<file path="src/rtl/nps_pkg.sv">
// Shared constants and types for the NAND page program sequencer.
// Assumes an 8-bit NAND bus whose controller decodes the cycle kind from an offset.
package nps_pkg;

    typedef enum logic [3:0] {
        ST_IDLE,
        ST_SEQIN,
        ST_ADDR,
        ST_DATA,
        ST_SPARE,
        ST_CONFIRM,
        ST_POLL,
        ST_STATCMD,
        ST_STATRD,
        ST_FINISH
    } nps_state_e;

    // Offsets decoded by the bus controller into latch-line levels
    localparam logic [7:0] OFF_CMD  = 8'h10;
    localparam logic [7:0] OFF_ADDR = 8'h08;
    localparam logic [7:0] OFF_DATA = 8'h00;

    // NAND command codes
    localparam logic [7:0] CMD_LOAD    = 8'h80;
    localparam logic [7:0] CMD_CONFIRM = 8'h10;
    localparam logic [7:0] CMD_STATUS  = 8'h70;

endpackage

</file>
<file path="src/rtl/nps_addr_plan.sv">
// Address plan: works out how many address bytes an operation needs and
// which byte goes out at a given address index.
// Assumes PAGE_W <= 32; column bytes are always zero (start of page).
module nps_addr_plan #(
    parameter int PAGE_W = 32
) (
    input  logic [1:0]        size_code,
    input  logic [2:0]        acyc,
    input  logic [PAGE_W-1:0] page,
    input  logic [2:0]        idx,
    output logic [2:0]        total,
    output logic [7:0]        abyte
);

    logic [31:0] page32;
    logic        small_pg;
    logic [2:0]  col_n;
    logic [2:0]  eff;
    logic [2:0]  row_n;
    logic [1:0]  ridx;

    assign page32   = 32'(page);
    assign small_pg = (size_code == 2'd0);

    // Column/row byte counts and the byte for the current index
    always_comb begin
        col_n = small_pg ? 3'd1 : 3'd2;
        eff   = acyc - {2'b00, small_pg};
        row_n = 3'd2 + {2'b00, (eff != 3'd0)} + {2'b00, (eff == 3'd2)};
        total = col_n + row_n;
        ridx  = 2'(idx - col_n);
        abyte = 8'h00;
        if (idx >= col_n) begin
            abyte = page32[{ridx, 3'b000} +: 8];
        end
    end

endmodule

</file>
<file path="src/rtl/nps_stream_cnt.sv">
// Stream counters: track the byte position inside the current data chunk
// and spare chunk, and which chunk is current for each stream.
// Assumes CHUNK_BYTES and SPARE_CHUNK are powers of two above one.
module nps_stream_cnt #(
    parameter int CHUNK_BYTES = 512,
    parameter int SPARE_CHUNK = 16,
    parameter int MAX_CHUNKS  = 8,
    localparam int CI_W       = $clog2(MAX_CHUNKS + 1)
) (
    input  logic            clk,
    input  logic            rst_n,
    input  logic            clr,
    input  logic            d_step,
    input  logic            s_step,
    input  logic [CI_W-1:0] chunks,
    output logic            d_end,
    output logic            d_last,
    output logic            s_end,
    output logic            s_last
);

    localparam int DB_W = $clog2(CHUNK_BYTES);
    localparam int SB_W = $clog2(SPARE_CHUNK);

    logic [DB_W-1:0] d_cnt;
    logic [SB_W-1:0] s_cnt;
    logic [CI_W-1:0] d_chk;
    logic [CI_W-1:0] s_chk;

    assign d_end  = (d_cnt == DB_W'(CHUNK_BYTES - 1));
    assign s_end  = (s_cnt == SB_W'(SPARE_CHUNK - 1));
    assign d_last = (d_chk == chunks - CI_W'(1));
    assign s_last = (s_chk == chunks - CI_W'(1));

    // Main-data byte and chunk position
    always_ff @(posedge clk) begin
        if (!rst_n || clr) begin
            d_cnt <= '0;
            d_chk <= '0;
        end else if (d_step) begin
            if (d_end) begin
                d_cnt <= '0;
                d_chk <= d_chk + CI_W'(1);
            end else begin
                d_cnt <= d_cnt + DB_W'(1);
            end
        end
    end

    // Spare byte and chunk position
    always_ff @(posedge clk) begin
        if (!rst_n || clr) begin
            s_cnt <= '0;
            s_chk <= '0;
        end else if (s_step) begin
            if (s_end) begin
                s_cnt <= '0;
                s_chk <= s_chk + CI_W'(1);
            end else begin
                s_cnt <= s_cnt + SB_W'(1);
            end
        end
    end

endmodule

</file>
<file path="src/rtl/nps_poll_timer.sv">
// Ready poll timer: while run is high, samples the ready bit every GAP
// cycles and gives up after TRIES samples without seeing ready.
// Assumes run stays high until hit or expire is acted on.
module nps_poll_timer #(
    parameter int GAP   = 4,
    parameter int TRIES = 101
) (
    input  logic clk,
    input  logic rst_n,
    input  logic run,
    input  logic rdy,
    output logic hit,
    output logic expire
);

    localparam int TW = $clog2(TRIES + 1);

    logic          sample;
    logic [TW-1:0] tries_q;

    generate
        if (GAP == 1) begin : g_every
            assign sample = run;
        end else begin : g_gap
            localparam int GW = $clog2(GAP);
            logic [GW-1:0] gap_q;
            assign sample = run && (gap_q == GW'(GAP - 1));
            // Interval counter between two samples
            always_ff @(posedge clk) begin
                if (!rst_n || !run || sample) begin
                    gap_q <= '0;
                end else begin
                    gap_q <= gap_q + GW'(1);
                end
            end
        end
    endgenerate

    // Number of samples already taken in this wait
    always_ff @(posedge clk) begin
        if (!rst_n || !run) begin
            tries_q <= '0;
        end else if (sample) begin
            tries_q <= tries_q + TW'(1);
        end
    end

    assign hit    = sample && rdy;
    assign expire = sample && !rdy && (tries_q == TW'(TRIES - 1));

endmodule

</file>
<file path="src/rtl/nand_prog_seq.sv">
// NAND page program sequencer top: runs load command, address bytes, data
// and spare streams, confirm, ready poll and status check for one page.
// Assumes sources answer requests combinationally and the bus takes one
// beat per clock; ECC bytes arrive ready-made through the spare stream.
module nand_prog_seq
    import nps_pkg::*;
#(
    parameter int          PAGE_W      = 32,
    parameter int          STAT_W      = 32,
    parameter int          CHUNK_BYTES = 512,
    parameter int          SPARE_CHUNK = 16,
    parameter int          MAX_CHUNKS  = 8,
    parameter int          POLL_GAP    = 4,
    parameter int          POLL_TRIES  = 101,
    parameter logic [7:0]  FAIL_MASK   = 8'h01,
    parameter logic [STAT_W-1:0] READY_MASK = STAT_W'(1)
) (
    input  logic              clk,
    input  logic              rst_n,
    input  logic              start_i,
    input  logic [PAGE_W-1:0] page_i,
    input  logic [1:0]        page_size_i,
    input  logic [2:0]        addr_cycles_i,
    input  logic              interleave_i,
    input  logic [7:0]        data_byte_i,
    output logic              data_req_o,
    input  logic [7:0]        spare_byte_i,
    input  logic              spare_keep_i,
    output logic              spare_req_o,
    output logic              bus_we_o,
    output logic              bus_rd_o,
    output logic [7:0]        bus_off_o,
    output logic [7:0]        bus_byte_o,
    input  logic [7:0]        rd_data_i,
    input  logic [STAT_W-1:0] ctl_status_i,
    output logic              done_o,
    output logic              timeout_o,
    output logic              fail_o
);

    localparam int CI_W = $clog2(MAX_CHUNKS + 1);

    nps_state_e        state;
    logic [1:0]        ps_q;
    logic [2:0]        ac_q;
    logic              il_q;
    logic [PAGE_W-1:0] page_q;
    logic [2:0]        addr_idx;
    logic              to_q;
    logic              fail_q;

    logic [2:0]        addr_total;
    logic [7:0]        addr_byte;
    logic [CI_W-1:0]   chunks;
    logic              d_end, d_last, s_end, s_last;
    logic              poll_hit, poll_expire;
    logic              ready_bit;

    // Chunk count for the latched page size
    always_comb begin
        unique case (ps_q)
            2'd0:    chunks = CI_W'(1);
            2'd1:    chunks = CI_W'(MAX_CHUNKS / 2);
            default: chunks = CI_W'(MAX_CHUNKS);
        endcase
    end

    assign ready_bit = |(ctl_status_i & READY_MASK);

    nps_addr_plan #(.PAGE_W(PAGE_W)) u_addr (
        .size_code (ps_q),
        .acyc      (ac_q),
        .page      (page_q),
        .idx       (addr_idx),
        .total     (addr_total),
        .abyte     (addr_byte)
    );

    nps_stream_cnt #(
        .CHUNK_BYTES (CHUNK_BYTES),
        .SPARE_CHUNK (SPARE_CHUNK),
        .MAX_CHUNKS  (MAX_CHUNKS)
    ) u_stream (
        .clk    (clk),
        .rst_n  (rst_n),
        .clr    (state == ST_IDLE),
        .d_step (state == ST_DATA),
        .s_step (state == ST_SPARE),
        .chunks (chunks),
        .d_end  (d_end),
        .d_last (d_last),
        .s_end  (s_end),
        .s_last (s_last)
    );

    nps_poll_timer #(.GAP(POLL_GAP), .TRIES(POLL_TRIES)) u_poll (
        .clk    (clk),
        .rst_n  (rst_n),
        .run    (state == ST_POLL),
        .rdy    (ready_bit),
        .hit    (poll_hit),
        .expire (poll_expire)
    );

    // Operation sequencing, configuration latch and result flags
    always_ff @(posedge clk) begin
        if (!rst_n) begin
            state    <= ST_IDLE;
            ps_q     <= '0;
            ac_q     <= '0;
            il_q     <= 1'b0;
            page_q   <= '0;
            addr_idx <= '0;
            to_q     <= 1'b0;
            fail_q   <= 1'b0;
        end else begin
            unique case (state)
                ST_IDLE: begin
                    if (start_i) begin
                        ps_q     <= page_size_i;
                        ac_q     <= addr_cycles_i;
                        il_q     <= interleave_i;
                        page_q   <= page_i;
                        addr_idx <= '0;
                        to_q     <= 1'b0;
                        fail_q   <= 1'b0;
                        state    <= ST_SEQIN;
                    end
                end
                ST_SEQIN: state <= ST_ADDR;
                ST_ADDR: begin
                    if (addr_idx == addr_total - 3'd1) begin
                        state <= ST_DATA;
                    end else begin
                        addr_idx <= addr_idx + 3'd1;
                    end
                end
                ST_DATA: begin
                    if (d_end && (il_q || d_last)) begin
                        state <= ST_SPARE;
                    end
                end
                ST_SPARE: begin
                    if (s_end) begin
                        if (s_last) begin
                            state <= ST_CONFIRM;
                        end else if (il_q) begin
                            state <= ST_DATA;
                        end
                    end
                end
                ST_CONFIRM: state <= ST_POLL;
                ST_POLL: begin
                    if (poll_hit) begin
                        state <= ST_STATCMD;
                    end else if (poll_expire) begin
                        to_q  <= 1'b1;
                        state <= ST_FINISH;
                    end
                end
                ST_STATCMD: state <= ST_STATRD;
                ST_STATRD: begin
                    fail_q <= |(rd_data_i & FAIL_MASK);
                    state  <= ST_FINISH;
                end
                ST_FINISH: state <= ST_IDLE;
                default:   state <= ST_IDLE;
            endcase
        end
    end

    // Bus beat contents for the current state
    always_comb begin
        bus_off_o  = OFF_DATA;
        bus_byte_o = 8'h00;
        unique case (state)
            ST_SEQIN: begin
                bus_off_o  = OFF_CMD;
                bus_byte_o = CMD_LOAD;
            end
            ST_ADDR: begin
                bus_off_o  = OFF_ADDR;
                bus_byte_o = addr_byte;
            end
            ST_DATA:  bus_byte_o = data_byte_i;
            ST_SPARE: bus_byte_o = spare_keep_i ? spare_byte_i : 8'hFF;
            ST_CONFIRM: begin
                bus_off_o  = OFF_CMD;
                bus_byte_o = CMD_CONFIRM;
            end
            ST_STATCMD: begin
                bus_off_o  = OFF_CMD;
                bus_byte_o = CMD_STATUS;
            end
            default: ;
        endcase
    end

    assign bus_we_o    = (state == ST_SEQIN) || (state == ST_ADDR) ||
                         (state == ST_DATA)  || (state == ST_SPARE) ||
                         (state == ST_CONFIRM) || (state == ST_STATCMD);
    assign bus_rd_o    = (state == ST_STATRD);
    assign data_req_o  = (state == ST_DATA);
    assign spare_req_o = (state == ST_SPARE);
    assign done_o      = (state == ST_FINISH);
    assign timeout_o   = to_q;
    assign fail_o      = fail_q;

endmodule

</file>
<file path="config.mk">
export PLATFORM = sky130hd
export DESIGN_NAME = nand_prog_seq
export DESIGN_NICKNAME = d
export VERILOG_FILES = /design/src/rtl/nps_pkg.sv /design/src/rtl/nps_addr_plan.sv /design/src/rtl/nps_stream_cnt.sv /design/src/rtl/nps_poll_timer.sv /design/src/rtl/nand_prog_seq.sv
export SDC_FILE = /design/constraint.sdc
export NUM_CORES = 1
export LEC_CHECK = 0
export ABC_AREA = 1
export BUFFER_PORTS_ARGS = -buffer_cell sky130_fd_sc_hd__clkbuf_2
export CORE_ASPECT_RATIO = 1.4
export CORE_MARGIN = 2
export CORE_UTILIZATION = 55
export CTS_BUF_LIST = sky130_fd_sc_hd__clkbuf_2 sky130_fd_sc_hd__clkbuf_4 sky130_fd_sc_hd__clkbuf_8
export CTS_CLUSTER_SIZE = 16
export DETAILED_ROUTE_END_ITERATION = 7
export HOLD_SLACK_MARGIN = 0.02
export PLACE_DENSITY_LB_ADDON = 0.1
export SYNTH_ARGS = -nofsm -noshare
export SYNTH_HDL_FRONTEND = slang
export SYNTH_HIERARCHICAL = 1
export SYNTH_SLANG_ARGS = --single-unit
export TNS_END_PERCENT = 30
</file>
<file path="constraint.sdc">
create_clock -name clk -period 7.9 [get_ports clk]
set_input_delay 0 -clock clk [delete_from_list [all_inputs] [get_ports clk]]
set_output_delay 0 -clock clk [all_outputs]
set_load 0.02 [all_outputs]
</file>
==> qor.yml, run 1 <==
status: "finished clean"
final_max_slew_viol_count: 0
vdd_drop_max_uv: 207
layout_commonest_cell: "nand2_1"
r2r_slack_ns: 4.91
hold_class: "input pin to flop"
ctsResizeCount: 0
antennaDiodeCount: 0
drv_cap: 0
setup_violations: 0
die_h_um: 113
required_ns: 8.08
placedCellCount: 850
syn-cell-area_um2: 4660
initial_core_util: 0.569
relSlewSlack: 0.172
viasPerCell: 5.24
min_period_over_period: 0.379
mostFrequentLayoutCells: "nand2_1 (175), nand3_1 (98), inv_1 (77), dfxtp_1 (77), clkbuf_2 (76)"
grt_max_degree: 48
synth_edf_count: 0
track_usage: 0.267
cp-start-kind: "flop"
stdcell_count: 905
met3_length_um: 500
drt-total-wl_um: 11800
die-area_um2: 9240
overflow: 0
drtIter0Drc: 235
layout.nets: 909
wl_met2_um: 6160
end_kind: "flop"
wl_per_cell_um: 13.0
post_synth.cell_area_avg_um2: 6.70
rows: 39
worstMarginPinSlew_ns: 1.24
areaGrowthSynthToFinish_pct: 20.8
syn-instance-count: 696
power_leakage_nw: 2.56
drive_gt1_frac: 0.172
grt_pass1_wl_um: 19600
cts_root_buffer: "clkbuf_8"
critPathMaxFanout: 8
ys_ff_latch: 77
ys_types: 36
synth_warnings: 6
io_buffers: 76
route.detailed.drc: 0
min_period_ns: 2.99
ant_nets: 0
synth_ff_type: "dfxtp_1"
antenna_found_initial: 0
arrival_ns: 3.18
die_w_um: 81.8
rsz0062_at_grt: "no"
dp_hpwl_um: 8080
gp_congestion: 0.836
clk_latency_ns: 0.35
clock_path_buffers: 2
via_count: 4742
path_class: "flop to flop"
setup_tns_ns: 0
cts_tree: "yes"
highest_layer: "met4"
power_mw: 1.60
hold_slack_ns: 0.0307
ios: 121
grt_pass1_vias: 4580
max_freq_ghz: 0.334
cts_inserted_buffers: 9
path_clk_slew_ns: 0.08
skew_ns: 0.00699
synthArstFlopShare: 0
p_per_area_nw_per_um2: 284
post_cts_buffers: 0
seq_area_frac_synth: 0.331
wl_met1_um: 4750
coreArea_um2: 8200
hold_viol_final: 0
dr.pass1.iters: 4
cts_sinks: 77
htreeDepth: 3
cell type report:
type / instances / area, µm²
clock inverters: 6 / 135
well taps: 102 / 128
inverters: 87 / 328
clock buffers: 10 / 131
multi-input cells: 507 / 2590
repair buffers: 116 / 778
flip-flops and latches: 77 / 1540
fillers: 709 / 2570
where the power goes:
group | internal (mW) | total, mW | switching (mW) | leakage, nW
sequential | 0.437 | 0.480 | 0.0435 | 0.626
clock | 0.245 | 0.394 | 0.149 | 0.126
combinational | 0.233 | 0.725 | 0.492 | 1.80
per-layer routing:
layer,global-route usage,vias up
met3,0.0431,27
met1,0.297,2152
met5,0,-
met4,0.120,0
li1,-,2430
met2,0.483,133
cells by family after synthesis:
kind of cell	Yosys count	share of synthesized area
flip-flops	77	0.331
adder cells (fa/ha/maj)	13	0.0349
other	1	0.000805
AO/OA/AOI/OAI	97	0.108
buffers and inverters	119	0.120
XOR/XNOR	3	0.00564
AND/OR/NAND/NOR	386	0.400
worst paths after layout:
path | startpoint | to | cells past startpoint
setup reg to reg | ps_q[1] | addr_idx[2] | 17
hold reg to reg | timeout_o | timeout_o | 2
hold / removal | rst_n | state[1] | 3
setup / recovery | ps_q[1] | addr_idx[2] | 17
critical path: stages, from the launching register on:
cell and delay, ns:
dfxtp_1 0.56, nor2_4 0.13, xor2_1 0.17, or3_1 0.32, ha_1 0.32, nand3b_1 0.21
o21ai_0 0.11, inv_1 0.06, ha_1 0.28, inv_1 0.04, nand2_1 0.05, nand2_1 0.04
nor2_1 0.08, nand3_1 0.08, nand2_2 0.15, nand2_1 0.09, nand2_1 0.10, a21oi_1 0.06
repair_timing:
item	4_1_cts	5_1_grt
hold buffers	39	0
hold endpoints to repair	39	0
endpoints found under the setup margin	0	0
per-stage QoR:
stage	utilization	setup slack (ns)	instance area, µm²
2_1_floorplan	-	5.24	4690
3_3_place_gp	0.606	4.96	4970
3_5_place_dp	0.606	4.91	4970
4_1_cts	0.687	4.89	5630
5_1_grt	0.687	4.58	5630
6_report	0.687	4.91	5630
sequential cells by signal, indices dropped and copies added, names as in the netlist:
name / cells
ac_q: 3
u_stream/d_cnt: 9
ps_q: 2
u_stream/d_chk: 4
u_stream/s_cnt: 4
page_q: 32
u_stream/s_chk: 4
state: 4
timeout_o: 1
addr_idx: 3
fail_o: 1
u_poll/tries_q: 7
u_poll/g_gap.gap_q: 2
il_q: 1
synth_stat cells, types with 4 or more instances:
cell / number / area [µm²]
a21oi_1: 68 / 340
buf_2: 5 / 25.0
buf_4: 8 / 60.1
buf_6: 10 / 113
clkbuf_1: 9 / 33.8
dfxtp_1: 77 / 1540
ha_1: 13 / 163
inv_1: 77 / 289
inv_2: 9 / 33.8
nand2_1: 175 / 657
nand2_2: 8 / 50.1
nand2_4: 9 / 101
nand3_1: 98 / 490
nand3b_1: 4 / 30.0
nand4_1: 9 / 56.3
nor2_1: 52 / 195
nor2_4: 8 / 90.1
nor3_1: 10 / 50.1
o21ai_0: 23 / 115
Note: power is estimated with default switching activity, not from simulation.
==> run 2, diff against run 1 <==
--- a/config.mk
+++ b/config.mk
@@ -5,11 +5,11 @@
 export SDC_FILE = /design/constraint.sdc
 export NUM_CORES = 1
 export LEC_CHECK = 0
-export ABC_AREA = 1
+export ABC_AREA = 0
 export BUFFER_PORTS_ARGS = -buffer_cell sky130_fd_sc_hd__clkbuf_2
 export CORE_ASPECT_RATIO = 1.4
 export CORE_MARGIN = 2
-export CORE_UTILIZATION = 55
+export CORE_UTILIZATION = 50
 export CTS_BUF_LIST = sky130_fd_sc_hd__clkbuf_2 sky130_fd_sc_hd__clkbuf_4 sky130_fd_sc_hd__clkbuf_8
 export CTS_CLUSTER_SIZE = 16
 export DETAILED_ROUTE_END_ITERATION = 7
==> constraint.sdc (replaced) <==
create_clock -name clk -period 2.6 [get_ports clk]
set_input_delay 0 -clock clk [delete_from_list [all_inputs] [get_ports clk]]
set_output_delay 0 -clock clk [all_outputs]
set_load 0.02 [all_outputs]
==> qor.yml, run 2 <==
status: "finished, violations left"
violations: "DRC, setup timing"
power_frac_clock: 0.197  # -0.049
grt_max_degree: 40  # -17%
clk_latency_ns: 0.36  # about the same
wl_per_cell_um: 15.8  # +21%
layout_commonest_cell: "nand2_1"
layout.nets: 794  # -13%
synthArstFlopShare: 0  # unchanged
internal_power_mw: 2.85  # +210%
track_usage: 0.254  # -0.0128
overflow: 0  # unchanged
p_sw_frac: 0.398  # -0.0301
p_per_area_nw_per_um2: 793  # +180%
relSlewSlack: 0.530  # +0.358
drt-total-wl_um: 12500  # +6.5%
cp-start-kind: "flop"
seqPwrFrac: 0.312  # +0.012
ff_latch_area_um2: 1550  # +0.57%
worstMarginPinSlew_ns: 0.705  # -0.536 ns
stdcell_area_um2: 5980  # +6.2%
areaGrowthSynthToFinish_pct: 27.5
final_util: 0.658  # -0.0281
reg2reg_from: "ps_q[1]"
ys_types: 62  # +72%
use_met2: 0.470  # -0.0137
arrival_ns: 2.93  # -0.25 ns
min_period_over_period: 1.03  # +0.649
drtIter0Drc: 126  # -46%
multi_input_area_um2: 2980  # +15%
syn-instance-count: 559  # -20%
ys_top_cells_by_area: "dfxtp_1 (33%), nand2_1 (8.1%), mux2i_1 (5.5%), a21boi_0 (4.8%), ha_1 (3.5%)"
hold_slack_ns: 0.0955  # +0.0648 ns
skew_ns: 0.00632  # -0.000668 ns
cts_tree: "yes"
required_ns: 2.86  # -5.22 ns
final_max_slew_viol_count: 0  # unchanged
r2r_slack_ns: -0.07  # -4.98 ns
hold_viol_final: 0  # unchanged
syn-cell-area_um2: 4690  # +0.62%
ff2ff_path_depth: 13  # -4
critPathCapture: "addr_idx[2]"
vdd_drop_max_uv: 393  # +90%
stdcell_count: 795  # -12%
grt_busiest_layer: "met2"
comb_power_share: 0.491  # +0.038
reg_top3: "page_q (32), u_stream/d_cnt (9), u_poll/tries_q (7)"
worst_slack_ns: -0.0714  # -4.98 ns
setup_violations: 6  # +6
cp-startpoint: "ps_q[1]"
synth_edf_count: 0  # unchanged
grtUsageMet1: 0.272  # -0.0254
synth_warnings: 6  # unchanged
antennaDiodeCount: 0  # unchanged
ios: 121  # unchanged
via_count: 4382  # -7.6%
cts_sinks: 77  # unchanged
critPathMaxFanout: 3  # -5
coreArea_um2: 9080  # +11%
fillers: 791  # +12%
viasPerCell: 5.51  # +5.2%
max_freq_ghz: 0.374  # +12%
gp_congestion: 0.842  # +0.73%
hold_class: "input pin to flop"
regMostFlops: "page_q"
ant_nets: 0  # unchanged
placedCellCount: 737  # -13%
post_synth.cell_area_avg_um2: 8.39  # +25%
path_class: "flop to flop"
seq_area_frac_synth: 0.329  # -0.00203
met3_usage: 0.0293  # -0.0137
ys_ff_latch: 77  # unchanged
yosys.area.top_type_share: 0.329  # -0.00203
end_kind: "flop"
r2r_end: "addr_idx[2]"
power_leakage_nw: 2.43  # -4.9%
path_clk_slew_ns: 0.08  # about the same
drv_cap: 0  # unchanged
die_w_um: 85.9  # +5.0%
yosysTopAreaCell: "dfxtp_1"
min_period_ns: 2.67  # -0.321 ns
grt_pass1_wl_um: 20400  # +3.9%
dp_hpwl_um: 9120  # +13%
post-synth-top-count-cell: "nand2_1"
antenna_found_initial: 0  # unchanged
clock_path_buffers: 2  # unchanged
p_switching_mw: 1.88  # +180%
cts_root_buffer: "clkbuf_8"
io_buffers: 76  # unchanged
route.detailed.drc: 5  # +5
largest_reg_flops: 32  # unchanged
synthTopCellsByCount: "nand2_1 (101), dfxtp_1 (77), a21boi_0 (30), nor2_1 (30), mux2i_1 (26)"
pre_cts_ws_ns: -0.168  # -5.08 ns
synth_ff_type: "dfxtp_1"
die-area_um2: 10200  # +10%
initial_core_util: 0.516  # -0.0521
die_h_um: 119  # +5.0%
rows: 41  # +5.1%
drive_gt1_frac: 0.234  # +0.0622
rsz0062_at_grt: "yes"
htreeDepth: 3  # unchanged
placed_area_um2: 5250  # +5.6%
grt_pass1_vias: 4335  # -5.3%
cts_inserted_buffers: 9  # unchanged
dr.pass1.iters: 7  # +3
mostFrequentLayoutCells: "nand2_1 (101), dfxtp_1 (74), clkbuf_2 (73)"
-- run 2: changes by cell type in the layout (fill, tap and decap cells not counted), moves of 23 or more --
cell      before  now
a21boi_0       1   30
a21oi_1       68   15
buf_4          1   32
inv_1         77   12
mux2i_1        0   26
nand2_1      175  101
nand3_1       98   21
nor2_1        52   29
-- run 2: cell type report --
| cell class | count | area share |
|---|---|---|
| repair buffers | 149 | 0.179 |
| multi-input cells | 433 | 0.498 |
| well taps | 107 | 0.0224 |
| clock buffers | 10 | 0.0230 |
| clock inverters | 6 | 0.0103 |
| flip-flops and latches | 77 | 0.259 |
| inverters | 13 | 0.00816 |
-- run 2: through the flow --
| stage | setup TNS [ns] | total power, mW |
|---|---|---|
| 2_1_floorplan | -0.127 | 2.91 |
| 3_3_place_gp | -0.318 | 3.48 |
| 3_5_place_dp | -0.964 | 3.54 |
| 4_1_cts | -0.0788 | 4.66 |
| 5_1_grt | -1.31 | 5.03 |
| 6_report | -0.200 | 4.74 |
-- run 2: worst min-delay path by stage --
stage / startpoint / endpoint / slack, ns / cells past startpoint
final: ctl_status_i[0] / timeout_o / 0.1 / 4
after global routing: ctl_status_i[0] / timeout_o / 0.14 / 4
after CTS: ctl_status_i[0] / timeout_o / 0.08 / 4
after detailed placement: page_i[7] / page_q[7] / 0.23 / 3
after global placement: page_i[30] / page_q[30] / 0.22 / 3
after floorplan: page_size_i[0] / ps_q[0] / 0.12 / 2
-- run 2: cells by family after synthesis --
family | after synthesis | synth area share
mux | 34 | 0.0747
fa+ha+maj | 13 | 0.0347
simple gates | 229 | 0.254
buf+inv | 56 | 0.0646
compound gates | 125 | 0.189
flops | 77 | 0.329
other cells | 1 | 0.000800
xor+xnor | 24 | 0.0536
-- run 2: worst max-delay path, cell delays in order (launching register included) --
cell	delay, ns
dfxtp_4	0.35
o21a_1	0.19
nor3_2	0.17
and2_1	0.15
ha_1	0.25
nor2_1	0.10
nand2_1	0.07
nand2_1	0.08
inv_2	0.05
ha_4	0.25
xor2_4	0.16
a311oi_4	0.41
nor2_2	0.08
a311o_1	0.27
-- run 2: power groups by stage --
stage	Combinational, mW	Clock (mW)	Sequential [mW]
6_report	2.33	0.932	1.48
5_1_grt	2.53	1.00	1.50
4_1_cts	2.23	0.949	1.48
3_5_place_dp	2.03	0	1.50
3_3_place_gp	1.99	0	1.50
2_1_floorplan	1.48	0	1.43
-- run 2: per-layer routing --
metal	vias up	routed length, µm
li1	2200	-
met1	2066	4870
met2	84	6790
met3	32	358
met4	0	520
met5	-	0
-- run 2: timing repair --
action,in CTS,in global routing
hold endpoints to repair,39,0
resized for setup,14,11
setup endpoints to repair,11,14
hold buffers,39,0
pin swaps,8,9
cloned,0,0
setup buffers,3,0
==> run 3, diff against run 2 <==
--- a/config.mk
+++ b/config.mk
@@ -15,6 +15,7 @@
 export DETAILED_ROUTE_END_ITERATION = 7
 export HOLD_SLACK_MARGIN = 0.02
 export PLACE_DENSITY_LB_ADDON = 0.1
+export REMOVE_ABC_BUFFERS = 1
 export SYNTH_ARGS = -nofsm -noshare
 export SYNTH_HDL_FRONTEND = slang
 export SYNTH_HIERARCHICAL = 1
==> qor.yml, run 3 (same netlist as run 2, synthesis figures left out) <==
hold-path-cell-count: 4  # unchanged
drv_cap: 0  # unchanged
worst_slack_ns: -0.0725  # -0.00104 ns
route.detailed.drc: 0  # -5
r2r_end: "state[0]"
path_class: "flop to flop"
largest_reg_flops: 32  # unchanged
critPathCapture: "state[0]"
fillers: 767  # -3.0%
htreeDepth: 3  # unchanged
ant_nets: 0  # unchanged
skew_ns: 0.00551  # -0.000811 ns
cts_sinks: 77  # unchanged
antenna_found_initial: 0  # unchanged
required_ns: 2.86  # about the same
r2r_slack_ns: -0.07  # about the same
max_freq_ghz: 0.374  # about the same
arrival_ns: 2.93  # about the same
path_cells: "buf_6, nor3_4, nor3_2, nand2b_1, ha_4, xor2_2, inv_2, ha_4, xor2_2, a311oi_4, buf_4, nor4_2, o21a_1"
setup_tns_ns: -0.225  # -0.0247 ns
min_period_over_period: 1.03  # about the same
cts_tree: "yes"
clock_path_buffers: 2  # unchanged
path_clk_slew_ns: 0.08  # about the same
relSlewSlack: 0.497  # -0.0325
rows: 41  # unchanged
dr.pass1.iters: 6  # -1
drive_gt1_frac: 0.251  # +0.0174
die_h_um: 119  # unchanged
ff2ff_path_depth: 13  # unchanged
hold_class: "input pin to flop"
io_buffers: 76  # unchanged
cp-startpoint: "ps_q[1]"
violations: "setup timing"
layout.nets: 798  # +0.50%
layout_commonest_cell: "nand2_1"
viasPerCell: 5.56  # +0.86%
cp-start-kind: "flop"
p_per_area_nw_per_um2: 813  # +2.6%
hold_viol_final: 0  # unchanged
end_kind: "flop"
power_leakage_nw: 2.47  # +1.6%
cts_root_buffer: "clkbuf_8"
min_period_ns: 2.67  # +0.00104 ns
antennaDiodeCount: 0  # unchanged
final_max_slew_viol_count: 0  # unchanged
mostFrequentLayoutCells: "nand2_1 (99), dfxtp_1 (74), clkbuf_2 (73)"
grt_max_degree: 30  # -25%
grt_pass1_wl_um: 20100  # -1.1%
clk_latency_ns: 0.36  # about the same
via_count: 4442  # +1.4%
cts_inserted_buffers: 9  # unchanged
overflow: 0  # unchanged
ios: 121  # unchanged
crit_slowest_cell: "a311oi_4"
drtIter0Drc: 217  # +72%
track_usage: 0.244  # -0.0101
areaGrowthSynthToFinish_pct: 29.7
status: "finished, violations left"
reg_top3: "page_q (32), u_stream/d_cnt (9), u_poll/tries_q (7)"
wl_per_cell_um: 15.2  # -3.9%
reg2reg_from: "ps_q[1]"
coreArea_um2: 9080  # unchanged
gp_congestion: 0.796  # -5.4%
setup_violations: 8  # +2
cp_slowest_stage_delay_ns: 0.38  # -0.03 ns
min_from: "ctl_status_i[0]"
hold_slack_ns: 0.0442  # -0.0513 ns
final_util: 0.670  # +0.0113
rsz0062_at_grt: "yes"
initial_core_util: 0.516  # unchanged
drt-total-wl_um: 12100  # -3.4%
die-area_um2: 10200  # unchanged
vdd_drop_max_uv: 513  # +31%
worstMarginPinSlew_ns: 0.747  # +0.0419 ns
critPathMaxFanout: 3  # unchanged
regMostFlops: "page_q"
grt_pass1_vias: 4307  # -0.65%
dp_hpwl_um: 8330  # -8.7%
die_w_um: 85.9  # unchanged
run 3: final cells by class:
type                    count  area (µm²)  share of cell area
multi-input cells         433        3020               0.496
flip-flops and latches     77        1550               0.254
repair buffers            153        1100               0.182
clock buffers              14         193              0.0317
well taps                 107         134              0.0220
inverters                  13        48.8             0.00802
clock inverters             2        37.5             0.00617
run 3: metrics by stage:
step           std cells  power, mW  setup slack (ns)  area [µm²]
2_1_floorplan        523       2.79             -1.28        4460
3_3_place_gp         738       3.48            -0.199        5230
3_5_place_dp         738       3.53            -0.327        5230
4_1_cts              798       4.77           -0.0687        5970
5_1_grt              799       5.25            -0.195        6080
6_report             799       4.94           -0.0725        6080
run 3: worst min-delay path by stage:
stage                             to  slack (ns)
after detailed placement   page_q[8]        0.23
after global placement    page_q[29]        0.22
after floorplan            timeout_o        0.11
after CTS                  timeout_o        0.04
final                      timeout_o        0.04
after global routing       timeout_o        0.07
run 3: critical path, delay by kind of cell (launching register included):
family	cells	cell delay (ns)
XOR/XNOR	2	0.34
AO/OA/AOI/OAI	2	0.57
buffers and inverters	3	0.35
adder cells (fa/ha/maj)	2	0.56
AND/OR/NAND/NOR	4	0.39
flip-flops	1	0.36
run 3: routing by layer:
| metal | track usage | vias to the layer above | wire length (µm) |
|---|---|---|---|
| met2 | 0.426 | 97 | 6350 |
| met5 | 0 | - | 0 |
| met1 | 0.300 | 2121 | 5100 |
| met4 | 0.0804 | 0 | 185 |
| met3 | 0.0419 | 18 | 477 |
| li1 | - | 2206 | - |
run 3: power by group:
group          internal (mW)  switching, mW  total, mW
registers               1.32          0.119       1.44
clock network          0.575          0.451       1.03
logic                   1.14           1.34       2.48
total                   3.03           1.91       4.94
run 3: repair_timing:
action,4_1_cts,5_1_grt
gates resized for setup,17,26
hold endpoints to repair,39,0
gates cloned,0,0
setup endpoints to repair,15,15
setup buffers,6,2
pin swaps,8,13
hold buffers,39,0
